[src/rtl/dsq_pkg.sv]
package dsq_pkg;

    typedef enum logic [1:0] {
        PH_AUTOZERO    = 2'd0,
        PH_INTEGRATE   = 2'd1,
        PH_DEINTEGRATE = 2'd2
    } phase_e;

    // Packs a binary value into up to eight decimal digits, units lowest.
    function automatic logic [31:0] bin2bcd(input int unsigned val);
        logic [31:0] r;
        int unsigned v;
        r = '0;
        v = val;
        for (int i = 0; i < 8; i++) begin
            r[i*4 +: 4] = 4'(v % 10);
            v = v / 10;
        end
        return r;
    endfunction

endpackage

[src/rtl/dsq_prescaler.sv]
module dsq_prescaler #(
    parameter int DIV = 4
) (
    input  logic clk,
    input  logic rst,
    output logic tick
);
    localparam int PW = (DIV > 1) ? $clog2(DIV) : 1;
    localparam logic [PW-1:0] LAST = PW'(DIV - 1);

    logic [PW-1:0] cnt_q;

    always_ff @(posedge clk) begin
        if (rst || cnt_q == LAST) begin
            cnt_q <= '0;
        end else begin
            cnt_q <= cnt_q + 1'b1;
        end
    end

    assign tick = (cnt_q == LAST);

    // count-clock ticks are never back to back when dividing
    a_r1_tick_spacing: assert property (@(posedge clk) disable iff (rst)
        (DIV > 1 && tick) |=> !tick);

endmodule

[src/rtl/dsq_bcd_count.sv]
module dsq_bcd_count #(
    parameter int DIGITS = 4
) (
    input  logic                  clk,
    input  logic                  rst,
    input  logic                  clr,
    input  logic                  inc,
    output logic [DIGITS*4-1:0]   value
);
    logic [DIGITS-1:0] carry;

    assign carry[0] = inc;

    for (genvar g = 0; g < DIGITS; g++) begin : g_digit
        logic [3:0] d_q;

        always_ff @(posedge clk) begin
            if (rst || clr) begin
                d_q <= '0;
            end else if (carry[g]) begin
                d_q <= (d_q == 4'd9) ? 4'd0 : d_q + 4'd1;
            end
        end

        if (g < DIGITS - 1) begin : g_carry
            assign carry[g+1] = carry[g] && (d_q == 4'd9);
        end

        assign value[g*4 +: 4] = d_q;

        // every digit stays a decimal digit
        a_r4_digit_range: assert property (@(posedge clk) disable iff (rst)
            d_q <= 4'd9);
    end

endmodule

[src/rtl/dsq_sequencer.sv]
module dsq_sequencer #(
    parameter int CLK_DIV      = 4,
    parameter int INT_COUNTS   = 1000,
    parameter int DEINT_MAX    = 2000,
    parameter int CYCLE_COUNTS = 4000,
    parameter int DIGITS       = 4
) (
    input  logic                 clk,
    input  logic                 rst,
    input  logic                 comp_in,
    output logic                 az_en,
    output logic                 int_en,
    output logic                 deint_en,
    output logic                 ref_neg,
    output logic [DIGITS*4-1:0]  rdg_bcd,
    output logic                 rdg_neg,
    output logic                 rdg_ovr,
    output logic                 rdg_vld
);
    import dsq_pkg::*;

    localparam int CW = $clog2(CYCLE_COUNTS);
    localparam int BW = DIGITS * 4;
    localparam logic [CW-1:0] CYC_LAST = CW'(CYCLE_COUNTS - 1);
    localparam logic [CW-1:0] INT_LAST = CW'(INT_COUNTS - 1);
    localparam logic [CW-1:0] CYC_INIT = CW'(INT_COUNTS + DEINT_MAX);
    localparam logic [31:0]   LAST_W   = bin2bcd(DEINT_MAX - 1);
    localparam logic [31:0]   FULL_W   = bin2bcd(DEINT_MAX);
    localparam logic [BW-1:0] LAST_RDG = LAST_W[BW-1:0];
    localparam logic [BW-1:0] FULL_RDG = FULL_W[BW-1:0];

    phase_e          state_q, state_d;
    logic            tick;
    logic            comp_s1, comp_s2;
    logic [CW-1:0]   cyc_q;
    logic            pol_q;
    logic            fin_q;
    logic [BW-1:0]   count;
    logic            crossed, at_last, int_done, deint_done;
    logic            cnt_clr, cnt_inc;

    dsq_prescaler #(.DIV(CLK_DIV)) u_div (
        .clk  (clk),
        .rst  (rst),
        .tick (tick)
    );

    dsq_bcd_count #(.DIGITS(DIGITS)) u_cnt (
        .clk   (clk),
        .rst   (rst),
        .clr   (cnt_clr),
        .inc   (cnt_inc),
        .value (count)
    );

    always_ff @(posedge clk) begin
        if (rst) begin
            comp_s1 <= 1'b0;
            comp_s2 <= 1'b0;
        end else begin
            comp_s1 <= comp_in;
            comp_s2 <= comp_s1;
        end
    end

    assign crossed    = (comp_s2 != pol_q);
    assign at_last    = (count == LAST_RDG);
    assign int_done   = tick && (state_q == PH_INTEGRATE) && (cyc_q == INT_LAST);
    assign deint_done = tick && (state_q == PH_DEINTEGRATE) && (crossed || at_last);
    assign cnt_clr    = int_done;
    assign cnt_inc    = tick && (state_q == PH_DEINTEGRATE) && !crossed;

    // State register
    always_ff @(posedge clk) begin
        if (rst) begin
            state_q <= PH_AUTOZERO;
        end else begin
            state_q <= state_d;
        end
    end

    // Next-state logic
    always_comb begin
        state_d = state_q;
        unique case (state_q)
            PH_AUTOZERO:    if (tick && cyc_q == CYC_LAST) state_d = PH_INTEGRATE;
            PH_INTEGRATE:   if (int_done)                  state_d = PH_DEINTEGRATE;
            PH_DEINTEGRATE: if (deint_done)                state_d = PH_AUTOZERO;
            default:                                       state_d = PH_AUTOZERO;
        endcase
    end

    // Phase-select outputs
    always_comb begin
        az_en    = 1'b0;
        int_en   = 1'b0;
        deint_en = 1'b0;
        unique case (state_q)
            PH_AUTOZERO:    az_en    = 1'b1;
            PH_INTEGRATE:   int_en   = 1'b1;
            PH_DEINTEGRATE: deint_en = 1'b1;
            default:        az_en    = 1'b1;
        endcase
        ref_neg = deint_en && pol_q;
    end

    // Cycle count, polarity capture and result latch
    always_ff @(posedge clk) begin
        if (rst) begin
            cyc_q   <= CYC_INIT;
            pol_q   <= 1'b0;
            fin_q   <= 1'b0;
            rdg_bcd <= '0;
            rdg_neg <= 1'b0;
            rdg_ovr <= 1'b0;
            rdg_vld <= 1'b0;
        end else begin
            if (tick) begin
                cyc_q <= (cyc_q == CYC_LAST) ? '0 : cyc_q + 1'b1;
            end
            if (int_done) begin
                pol_q <= comp_s2;
            end
            fin_q   <= deint_done;
            rdg_vld <= fin_q;
            if (fin_q) begin
                rdg_bcd <= count;
                rdg_neg <= !pol_q;
                rdg_ovr <= (count == FULL_RDG);
            end
        end
    end

    // one phase at a time, fixed order
    a_r3_one_phase: assert property (@(posedge clk) disable iff (rst)
        $countones({az_en, int_en, deint_en}) == 1);
    a_r3_int_to_deint: assert property (@(posedge clk) disable iff (rst)
        $fell(int_en) |-> deint_en);
    a_r3_deint_to_az: assert property (@(posedge clk) disable iff (rst)
        $fell(deint_en) |-> az_en);
    // reference direction only meaningful in de-integrate
    a_r5_ref_in_deint: assert property (@(posedge clk) disable iff (rst)
        ref_neg |-> deint_en);
    // strobe is a single clock and results hold between strobes
    a_r7_strobe_single: assert property (@(posedge clk) disable iff (rst)
        rdg_vld |=> !rdg_vld);
    a_r7_hold: assert property (@(posedge clk) disable iff (rst)
        !rdg_vld |-> ($stable(rdg_bcd) && $stable(rdg_neg) && $stable(rdg_ovr)));
    // an overrange result always carries the full-scale reading
    a_r6_ovr_full: assert property (@(posedge clk) disable iff (rst)
        (rdg_vld && rdg_ovr) |-> rdg_bcd == FULL_RDG);

endmodule

[config.mk]
export PLATFORM = sky130hd
export DESIGN_NAME = dsq_sequencer
export DESIGN_NICKNAME = d
export VERILOG_FILES = /design/src/rtl/dsq_pkg.sv /design/src/rtl/dsq_prescaler.sv /design/src/rtl/dsq_bcd_count.sv /design/src/rtl/dsq_sequencer.sv
export SDC_FILE = /design/constraint.sdc
export NUM_CORES = 1
export LEC_CHECK = 0
export BUFFER_PORTS_ARGS = -buffer_cell sky130_fd_sc_hd__buf_4
export CAP_MARGIN = 10
export CORE_UTILIZATION = 50
export DETAILED_ROUTE_END_ITERATION = 6
export GPL_ROUTABILITY_DRIVEN = 1
export PLACE_DENSITY = 0.72
export SKIP_CTS_REPAIR_TIMING = 1
export SYNTH_ARGS = -nofsm -noshare
export SYNTH_HDL_FRONTEND = slang
export SYNTH_SLANG_ARGS = --single-unit
[constraint.sdc]
create_clock -name clk -period 1.9 [get_ports clk]
set_input_delay 0.095 -clock clk [delete_from_list [all_inputs] [get_ports clk]]
set_output_delay 0.095 -clock clk [all_outputs]
set_load 0.1 [all_outputs]
### Word level (Yosys, flattened, before mapping)

Cells that the tools add are included.

| operators by class | value |
|---|---|
| add/sub/neg operators | 6 |
| reduce and logical (&&, ||, !) cells | 18 |
| eq/ne operators | 15 |
| muxes and demuxes | 12 |

Operator list:

| operator | number |
|---|---|
| $add A4 B1 Y4 const B | 4 |
| $eq A16 B13 Y1 const B | 1 |
| $eq A16 B14 Y1 const B | 1 |
| $eq A4 B4 Y1 const B | 4 |
| $mux W4 | 4 |
| $add A12 B1 Y12 const B | 1 |
| $eq A12 B10 Y1 const B | 1 |
| $eq A12 B12 Y1 const B | 1 |
| $mux W12 | 1 |
| $logic_and A1 B1 Y1 | 10 |
| $mux W2 | 3 |
| $pmux W2 S3 | 1 |
| $eq A2 B2 Y1 const B | 2 |
| $ne A2 B2 Y1 const B | 2 |
| $logic_or A1 B1 Y1 | 3 |
| $mux W1 | 3 |
| $reduce_and A3 Y1 | 1 |
| $add A2 B1 Y2 const B | 1 |
| $eq A2 B1 Y1 const B | 1 |
| $logic_not A1 Y1 | 2 |
| $logic_not A2 Y1 | 1 |
| $ne A2 B1 Y1 const B | 1 |
| $reduce_or A2 Y1 | 1 |
| $ne A1 B1 Y1 | 1 |

| word-level totals | value |
|---|---|
| output and inout bits | 23 |
| input port bits | 3 |
| logic and storage cells | 66 |
| register bits after elaboration | 55 |

### Logic depth before layout (Yosys ltp)

Gate-level depths: netlist of run 1.

| depth | value |
|---|---|
| word-level depth | 6 |
| depth in mapped cells | 8 |
| depth with buffers taken out | 7 |

### Hierarchy

From an unflattened synthesis of run 1, not the netlist that was laid out.

| second synthesis, totals | value |
|---|---|
| cell total of the unflattened synthesis | 272 |
| area, all modules | 2524.9 um^2 |

Modules (own cells, without submodules):

| module | times used | sequential area each (um^2) | area an instance (um^2) | cells an instance |
|---|---|---|---|---|
| dsq_sequencer | 1 | 740.7 | 1650.3 | 171 |
| dsq_bcd_count | 1 | 320.3 | 799.5 | 96 |
| dsq_prescaler | 1 | 40.0 | 75.1 | 5 |

### Worst setup path before layout of run 1

Ideal clock, no wire load.

| timing | value |
|---|---|
| kind | flip-flop to flip-flop |
| from | register state_q[0] |
| to | register u_cnt.g_digit[3].d_q[3] |
| setup time | 0.074 ns |
| buffers on the path | 1 |
| clock period less this slack | 2.588 ns |
| stages on the path, launching flop included | 9 |
| data required time | 1.826 ns |
| slack | -0.688 ns |
| arrival | 2.514 ns |
| path through | dfxtp_1 inv_1 ha_1 and2_1 and3_1 buf_4 nand2_4 or4_1 a31oi_1 |

| on the way | value |
|---|---|
| longest elaborated chain between the ends | 6 |
| elaborated cells between the ends (all ways) | 10 |
| those cells by class | eq/ne (2); reduce/logical (8) |

RTL lines:

| what | line | RTL |
|---|---|---|
| from (decl) | dsq_sequencer.sv:32 | `phase_e state_q, state_d;` |
| from (signal assigned) | dsq_sequencer.sv:78 | `state_q <= state_d;` |
| $eq A2 B2 Y1 | dsq_sequencer.sv:71 | `assign cnt_inc = tick && (state_q == PH_DEINTEGRATE) && !crossed;` |
| $logic_and A1 B1 Y1 (2 in a row) | dsq_sequencer.sv:71 |  |
| $logic_and A1 B1 Y1 (3 in a row) | dsq_bcd_count.sv:26 | `assign carry[g+1] = carry[g] && (d_q == 4'd9);` |
| to (signal assigned) | dsq_bcd_count.sv:21 | `d_q <= (d_q == 4'd9) ? 4'd0 : d_q + 4'd1;` |
| to (decl) | dsq_bcd_count.sv:15 | `logic [3:0] d_q;` |

Parallel ways exist; a longest one is shown, timed or not.
A chain may end at the register's enable or synchronous reset.

### Final worst setup path of run 1

| timing | value |
|---|---|
| from | register cyc_q[0] |
| to | register state_q[1] |

| on the way | value |
|---|---|
| longest elaborated chain between the ends | 4 |
| elaborated cells between the ends (all ways) | 7 |
| those cells by class | eq/ne (4); reduce/logical (3) |

RTL lines:

| what | line | RTL |
|---|---|---|
| from (decl) | dsq_sequencer.sv:35 | `logic [CW-1:0] cyc_q;` |
| from (signal assigned) | dsq_sequencer.sv:119 | `cyc_q <= (cyc_q == CYC_LAST) ? '0 : cyc_q + 1'b1;` |
| $eq A12 B12 Y1 / $eq A12 B10 Y1 (equally long branches) | dsq_sequencer.sv:86, dsq_sequencer.sv:68 |  |
| $logic_and A1 B1 Y1, on equally long branches | dsq_sequencer.sv:86, dsq_sequencer.sv:68 |  |
| $ne A2 B2 Y1 (no source line) / $ne A2 B1 Y1 (equally long branches) | - |  |
| $reduce_and A3 Y1 (no source line) (*) | - |  |

Every way passes the cells marked *; elsewhere a longest branch is shown, timed or not.

==> results of run 1 <==
[cell type report]
class                      instances  area (um^2)  area share (%)
clock buffer                       6         72.6            2.37
clock inverter                     2         12.5           0.409
inverter                           8         30.0           0.981
multi-input combinational        194         1360            44.3
sequential                        55         1110            36.3
tap                               67         83.8            2.74
timing repair buffer              51          395            12.9
[cells by family after synthesis]
family	after synthesis
and+or+nand+nor	120
adders and majority gates	6
xor gates and xnor gates	17
buffers and inverters	21
AOI/OAI and AO/OA	30
muxes	21
DFF	55
[through the flow]
stage	cells	utilization [%]	setup TNS [ns]
5_1_grt	383	64.4	-0.0112
3_5_place_dp	373	61.3	-0.000685
4_1_cts	381	63.1	-0.0560
6_report	383	64.4	0
2_1_floorplan	270	-	-0.0202
3_3_place_gp	373	61.3	0
[synth_stat cells (7+ instances only)]
cell type,count
nor3_1,7
nor2_1,38
xor2_1,9
a21oi_1,10
mux2i_1,21
nand2_1,13
xnor2_1,7
inv_1,8
nand3_1,14
dfxtp_1,55
nand2b_1,7
nor2b_1,9
[registers in the layout, summed over array words and instances, names as in the netlist]
name               flops
rdg_bcd               16
state_q                2
fin_q                  1
rdg_neg                1
u_cnt.g_digit.d_q     16
rdg_vld                1
cyc_q                 12
comp_s1                1
pol_q                  1
u_div.cnt_q            2
comp_s2                1
rdg_ovr                1
[report_power, final]
group / internal, mW / switching [mW] / total [mW]
combinational: 0.0264 / 0.0341 / 0.0605
clock: 0.259 / 0.377 / 0.636
sequential: 1.16 / 0.00575 / 1.17
total: 1.45 / 0.417 / 1.86
[critical path, stage by stage (launching register included)]
cell	delay, ns
dfxtp_2	0.36
ha_4	0.13
nand4b_1	0.10
or4_4	0.48
o2bb2ai_4	0.14
a311oi_2	0.34
mux2i_1	0.23
[layer usage]
layer / track usage (%) / up-vias / share of wire (%)
met4: 7.84 / 0 / 1.5
met3: 3.75 / 7 / 2.9
met5: 0 / - / 0
li1: - / 1022 / -
met2: 34.8 / 35 / 50
met1: 24.2 / 931 / 46
[placed cells by master, fill, tap and decap left out, types with 9 or more instances in the layout]
cell and n:
a21oi_1 10, nand2_1 13, dfxtp_1 46, nor2b_1 9, mux2i_1 21, nor2_1 38, nand3_1 13, xor2_1 9
buf_4 50, dfxtp_2 9
[final timing paths]
kind | startpoint | end
worst max register to register | cyc_q[0]$_SDFFE_PP0P_ | state_q[1]$_SDFFE_PP0P_
worst max-delay path | cyc_q[0]$_SDFFE_PP0P_ | state_q[1]$_SDFFE_PP0P_
worst min register to register | comp_s1$_SDFF_PP0_ | comp_s2$_SDFF_PP0_
worst min-delay path | comp_in | comp_s1$_SDFF_PP0_
==> impl_metrics.toml, run 1 <==
[hold_path]
holdPathStages = 2
hp-class = "in2reg"

[critical_path]
start_kind = "register"
reg2reg_setup_slack_ns = 0.04
r2r_cells = 6
path_max_fanout = 4
worst-setup-path-type = "reg2reg"
arrival_ns = 2.10
end_kind = "register"
critPathRequiredTime_ns = 2.14

[die]
initial_core_util_pct = 52.4
die_h_um = 72.6
die_x_um = 72.6
dieArea_um2 = 5270
num_io_pins = 26
coreArea_um2 = 4750
rows = 25

[yosys]
avgSynthCellArea_um2 = 9.22
synthTopCellsByArea = "dfxtp_1, mux2i_1, nor2_1"
synthArstFlopShare_pct = 0
synth_ff_type = "dfxtp_1"
ys_seq_elements = 55
synth-xor-area-share_pct = 6.28
synth.area.mux_share_pct = 8.44
yosysUniqueCellTypes = 44
ys_seq_area_share_pct = 44.2
netlist.area_leader.share_pct = 44.2
syn_area_um2 = 2490
ys_warn_count = 0
synth_nets = 279
synthAdderAreaFrac_pct = 3.02
synth_edf_count = 0
synth-compound-area-share_pct = 7.84
yosysTopAreaCell = "dfxtp_1"
synth_top_family_by_area = "simple AND/OR/NAND/NOR gates"
synth_cells = 270
synthSimpleGateAreaFrac_pct = 26.5

[sta]
setup_ws_ns = 0.0371
max-slew-margin-rel_pct = 73.7
whs_ns = -0.0108
fin_skew_ns = 0.0105
worst_slew_pin_slew_ns = 0.394
fin_crit_ns = 1.86
rsz0062_at_grt = "true"
max_freq_mhz = 537
hold_viol_final = 1
setup_violations = 0
drv_slew = 0
post-route-period-util_pct = 98.0

[finish]
nFillCells = 429
drive_above_1_share_pct = 26.3
area_delta_synth_final_pct = 23.0
design_area_um2 = 3060
antenna_cells = 0
nets = 324

[power]
p_leak_nw = 1.18
p_total_mw = 1.86
vdd.ir_drop.worst_mv = 0.396
power.density_nw_per_um2 = 609

[detailed_routing]
vias = 1995
drt_iter0_drc = 112
drc = 0
drt_pass1_iterations = 4
antenna_left = 0
wl_um = 4960
routedWlPerCell_um = 13.0
routed_via_density = 5.21

[clock_tree]
cts_buffers = 5
cts_sinks = 55
path_clk_slew_ns = 0.09
cts_root_buf = "clkbuf_8"
htreeDepth = 2
clk_latency_ns = 0.31
cts_tree = "done"
clock_path_buffers = 2

[global_route]
grt_antenna_before_repair = 0
grt_util_all_layers_pct = 19.9
overflow = 0
grt_start_max_net_pins = 43
grt_pass1_wl_um = 8110
grt_pass1_vias = 1885

[status]
violations = "hold timing"
outcome = "finished with violations"

[place]
gp_congestion = 0.850
port_buffers = 25
dp_hpwl_um = 3490
place_ws_ns = -0.000685
placed_area_um2 = 2920

[job]
drv_cap = 0
Power figures use the tool's default switching activity.
==> inputs of run 2 (changes only) <==
--- a/config.mk
+++ b/config.mk
@@ -7,6 +7,7 @@
 export LEC_CHECK = 0
 export BUFFER_PORTS_ARGS = -buffer_cell sky130_fd_sc_hd__buf_4
 export CAP_MARGIN = 10
+export CORE_MARGIN = 5
 export CORE_UTILIZATION = 50
 export DETAILED_ROUTE_END_ITERATION = 6
 export GPL_ROUTABILITY_DRIVEN = 1
==> impl_metrics.toml, run 2 (same netlist as run 1, synthesis figures left out) <==
[global_route]
grt_antenna_before_repair = 0
grt_use_met3_pct = 3.59
met2_usage_pct = 27.2
grt-busiest-layer = "met2"
grt_start_max_net_pins = 43
grt_pass1_wl_um = 8600
overflow = 0
grt_util_all_layers_pct = 16.9
grt_util_met1_pct = 22.1
grt_pass1_vias = 1860

[critical_path]
path_max_fanout = 3
worst-setup-path-type = "reg2reg"
start_kind = "register"
critPathRequiredTime_ns = 2.13
arrival_ns = 2.08
slowest_delay_ns = 0.48
timing.critical_path.cells = "ha_2 > nand4b_1 > or4_4 > o2bb2ai_4 > a311oi_4 > mux2i_1"
end_kind = "register"
critPathSlowestCell = "or4_4"

[power]
power.density_nw_per_um2 = 607
p_leak_nw = 1.16
pwr-share-clk_pct = 33.6
internal-power_mw = 1.44
comb_power_share_pct = 3.2
pwr-share-seq_pct = 63.2
netSwitchingPower_mw = 0.397
p_total_mw = 1.84
swShare_pct = 21.6
vdd.ir_drop.worst_mv = 0.331

[sta]
drv_slew = 0
hold_viol_final = 0
post-route-period-util_pct = 97.2
worst_slew_pin_slew_ns = 0.420
fin_crit_ns = 1.85
rsz0062_at_grt = "false"
setup_violations = 0
max_freq_mhz = 541
max-slew-margin-rel_pct = 72.0
setup_ws_ns = 0.0528
fin_skew_ns = 0.00403

[die]
die_h_um = 80.6
die_x_um = 80.6
num_io_pins = 26
rows = 25
dieArea_um2 = 6490
initial_core_util_pct = 52.0
coreArea_um2 = 4790

[clock_tree]
cts_buffers = 5
path_clk_slew_ns = 0.09
cts_tree = "done"
htreeDepth = 2
cts_sinks = 55
cts_root_buf = "clkbuf_8"
clock_path_buffers = 2
clk_latency_ns = 0.30

[hold_path]
hp-class = "in2reg"

[job]
drv_cap = 0

[finish]
final_common_cell = "buf_4"
area_delta_synth_final_pct = 21.9
drive_above_1_share_pct = 25.9
nFillCells = 405
antenna_cells = 0
final_util_pct = 63.4
largestRegisters = "rdg_bcd x16, u_cnt.g_digit.d_q x16, cyc_q x12"
regArea_um2 = 1110
nets = 321
multi_input_area_um2 = 1370
final_cell_mix = "buf_4, dfxtp_1, nor2_1"

[status]
outcome = "complete, no violations"

[detailed_routing]
routedWlPerCell_um = 13.3
antenna_left = 0
drt_iter0_drc = 129
wl_um = 5040
routed_via_density = 5.24
drt_pass1_iterations = 4
vias = 1992
drc = 0

[place]
dp_hpwl_um = 3580
place_ws_ns = -0.0311
port_buffers = 25
gp_congestion = 0.809
[run 2: layer usage]
| metal | vias to the layer above | wire, um |
|---|---|---|
| met5 | - | 0 |
| met4 | 0 | 68 |
| met2 | 37 | 2340 |
| met3 | 5 | 207 |
| met1 | 937 | 2430 |
| li1 | 1013 | - |
[run 2: final timing paths]
path | slack, ns | depth (start not counted) | to | startpoint
worst min-delay path | 0.00004 | 2 | comp_s1$_SDFF_PP0_ | comp_in
worst max-delay path | 0.05 | 6 | state_q[1]$_SDFFE_PP0P_ | cyc_q[1]$_SDFFE_PP0P_
worst max register to register | 0.05 | 6 | state_q[1]$_SDFFE_PP0P_ | cyc_q[1]$_SDFFE_PP0P_
worst min register to register | 0.44 | 1 | comp_s2$_SDFF_PP0_ | comp_s1$_SDFF_PP0_
[run 2: per-stage QoR]
step / hold slack (ns) / setup TNS (ns) / instances / area (um^2)
3_3_place_gp: 0.309 / 0 / 371 / 2890
4_1_cts: -0.00383 / -0.0377 / 379 / 2970
3_5_place_dp: 0.317 / -0.0410 / 371 / 2890
2_1_floorplan: 0.223 / -0.0202 / 270 / 2520
5_1_grt: 0.0277 / 0 / 380 / 3030
6_report: 0.0000418 / 0 / 380 / 3030
[run 2: cell type report]
cell class | instances | area share, %
flip-flops and latches | 55 | 36.7
clock buffers | 7 | 2.52
repair buffers | 48 | 11.9
multi-input cells | 194 | 45.0
clock inverters | 1 | 0.165
inverters | 8 | 0.990
well taps | 67 | 2.76
[run 2: power groups by stage]
stage	clock network, mW	logic (mW)	registers [mW]
3_3_place_gp	0	0.0566	1.19
2_1_floorplan	0	0.0382	1.19
5_1_grt	0.694	0.0667	1.17
3_5_place_dp	0	0.0572	1.19
6_report	0.618	0.0596	1.16
4_1_cts	0.639	0.0574	1.16
[run 2: critical path: cells and delay by family, from the launching register on]
family          cells  cell delay (ns)
simple gates        2             0.58
fa+ha+maj           1             0.17
compound gates      2             0.47
mux                 1             0.22
flops               1             0.34
==> inputs of run 3 (changes only) <==
--- a/config.mk
+++ b/config.mk
@@ -15,4 +15,5 @@
 export SKIP_CTS_REPAIR_TIMING = 1
 export SYNTH_ARGS = -nofsm -noshare
 export SYNTH_HDL_FRONTEND = slang
+export SYNTH_HIERARCHICAL = 1
 export SYNTH_SLANG_ARGS = --single-unit
==> impl_metrics.toml, run 3 <==
[global_route]
grt_util_all_layers_pct = 16.3
grt_pass1_vias = 1845
grt_antenna_before_repair = 0
overflow = 0
grt_start_max_net_pins = 39
grt_pass1_wl_um = 8380

[sta]
worst_slew_pin_slew_ns = 0.446
rsz0062_at_grt = "true"
setup_violations = 0
post-route-period-util_pct = 99.5
max_freq_mhz = 529
drv_slew = 0
fin_skew_ns = 0.00847
max-slew-margin-rel_pct = 70.2
fin_crit_ns = 1.89
hold_viol_final = 0

[critical_path]
start_kind = "register"
critPathRequiredTime_ns = 2.14
reg2reg_setup_slack_ns = 0.009
worst-setup-path-type = "reg2reg"
arrival_ns = 2.13
end_kind = "register"
path_max_fanout = 4

[clock_tree]
clock_path_buffers = 2
cts_tree = "done"
cts_buffers = 5
cts_sinks = 55
htreeDepth = 2
clk_latency_ns = 0.30
cts_root_buf = "clkbuf_8"
path_clk_slew_ns = 0.09

[finish]
nFillCells = 420
nets = 324
multi_input_area_um2 = 1390
largestRegisters = "rdg_bcd x16, u_cnt/g_digit.d_q x16, cyc_q x12"
final_common_cell = "dfxtp_1"
layout.cells.non_filler = 383
area_delta_synth_final_pct = 20.7
final_cell_mix = "dfxtp_1, buf_4, nor2_1"
drive_above_1_share_pct = 23.4
regArea_um2 = 1100
antenna_cells = 0
final_util_pct = 63.2

[hold_path]
hp-class = "in2reg"

[yosys]
synth_cells = 272
synthArstFlopShare_pct = 0
ys_seq_area_share_pct = 43.6
synth_ff_type = "dfxtp_1"
ys_warn_count = 6
syn_area_um2 = 2520
synthTopCellsByArea = "dfxtp_1, mux2i_1, nor2_1"
yosysMostFrequentCell = "dfxtp_1"
synthTopCellsByCount = "dfxtp_1, nor2_1, mux2i_1"
synth_edf_count = 0
avgSynthCellArea_um2 = 9.28
ys_seq_elements = 55
yosysUniqueCellTypes = 49
netlist.area_leader.share_pct = 43.6
synth_nets = 281
yosysTopAreaCell = "dfxtp_1"

[job]
drv_cap = 0

[detailed_routing]
drt_pass1_iterations = 4
antenna_left = 0
routedWlPerCell_um = 13.3
vias = 2028
drc = 0
wl_um = 5100
routed_via_density = 5.30
drt_iter0_drc = 121

[die]
dieArea_um2 = 6570
num_io_pins = 26
coreArea_um2 = 4820
initial_core_util_pct = 52.4
die_x_um = 81.1
die_h_um = 81.1
rows = 25

[power]
p_leak_nw = 1.18
power.density_nw_per_um2 = 630
p_total_mw = 1.92
vdd.ir_drop.worst_mv = 0.450

[place]
gp_congestion = 0.797
dpl.cell_count = 374
dp_hpwl_um = 3630
port_buffers = 25

[status]
outcome = "complete, no violations"
run 3: changes by cell type after synthesis, sizes merged, moves of 3 or more:
cell	change
nand2	-3
nor2	+4
nand3	-8
or4	-3
nand2b	-3
nand3b	+3
nor2b	-3
buf	-3
run 3: logic make-up (layout without fill, tap and decap cells):
group / after synthesis / after routing / share of synthesized area (%)
simple gates: 122 / 122 / 28.3
flops: 55 / 55 / 43.6
compound gates: 30 / 30 / 7.24
mux: 22 / 22 / 8.72
buf+inv: 20 / 64 / 3.27
xor+xnor: 17 / 17 / 5.90
fa+ha+maj: 6 / 6 / 2.97
run 3: cell type report:
type,count,area share [%]
well taps,67,2.75
clock inverters,1,0.164
flip-flops and latches,55,36.2
multi-input cells,197,45.6
repair buffers,47,11.7
clock buffers,7,2.51
inverters,9,1.11
run 3: worst max-delay path, stage by stage (launching register included):
cell,delay [ns]
dfxtp_1,0.35
xnor2_2,0.19
and3_4,0.22
nand4b_1,0.13
or4_4,0.47
or3_1,0.34
a21oi_2,0.14
run 3: final timing paths:
kind,from,endpoint,cells after the start
max reg2reg,pol_q$_SDFFE_PP0P_,u_cnt/g_digit[3].d_q[2]$_SDFFE_PP0P_,6
min,rst,rdg_vld$_SDFF_PP0_,2
max,pol_q$_SDFFE_PP0P_,u_cnt/g_digit[3].d_q[2]$_SDFFE_PP0P_,6
min reg2reg,u_div/cnt_q[0]$_SDFF_PP0_,u_div/cnt_q[0]$_SDFF_PP0_,1
run 3: metal layers:
metal	share of wire, %	GRT usage, %	up-vias
met1	51	22.5	942
met3	4.6	3.77	7
met2	43	25.1	50
met4	1.2	5.41	0
met5	0	0	-
li1	-	-	1029
run 3: per-stage QoR:
stage                     setup TNS, ns  worst slack [ns]  instance area [um^2]  hold WS [ns]
after floorplan                  -0.387            -0.185                  2560         0.166
after global placement                0            0.0772                  2940         0.308
after detailed placement              0            0.0246                  2940         0.310
after CTS                             0           0.00958                  3020       -0.0116
after global routing            -0.0942           -0.0715                  3050         0.201
final                                 0           0.00945                  3050         0.198
run 3: report_power, final:
group / leakage [nW] / total (mW) / switching [mW] / internal, mW
clock: 0.0422 / 0.610 / 0.351 / 0.260
sequential: 0.445 / 1.17 / 0.00865 / 1.16
combinational: 0.698 / 0.137 / 0.0902 / 0.0467
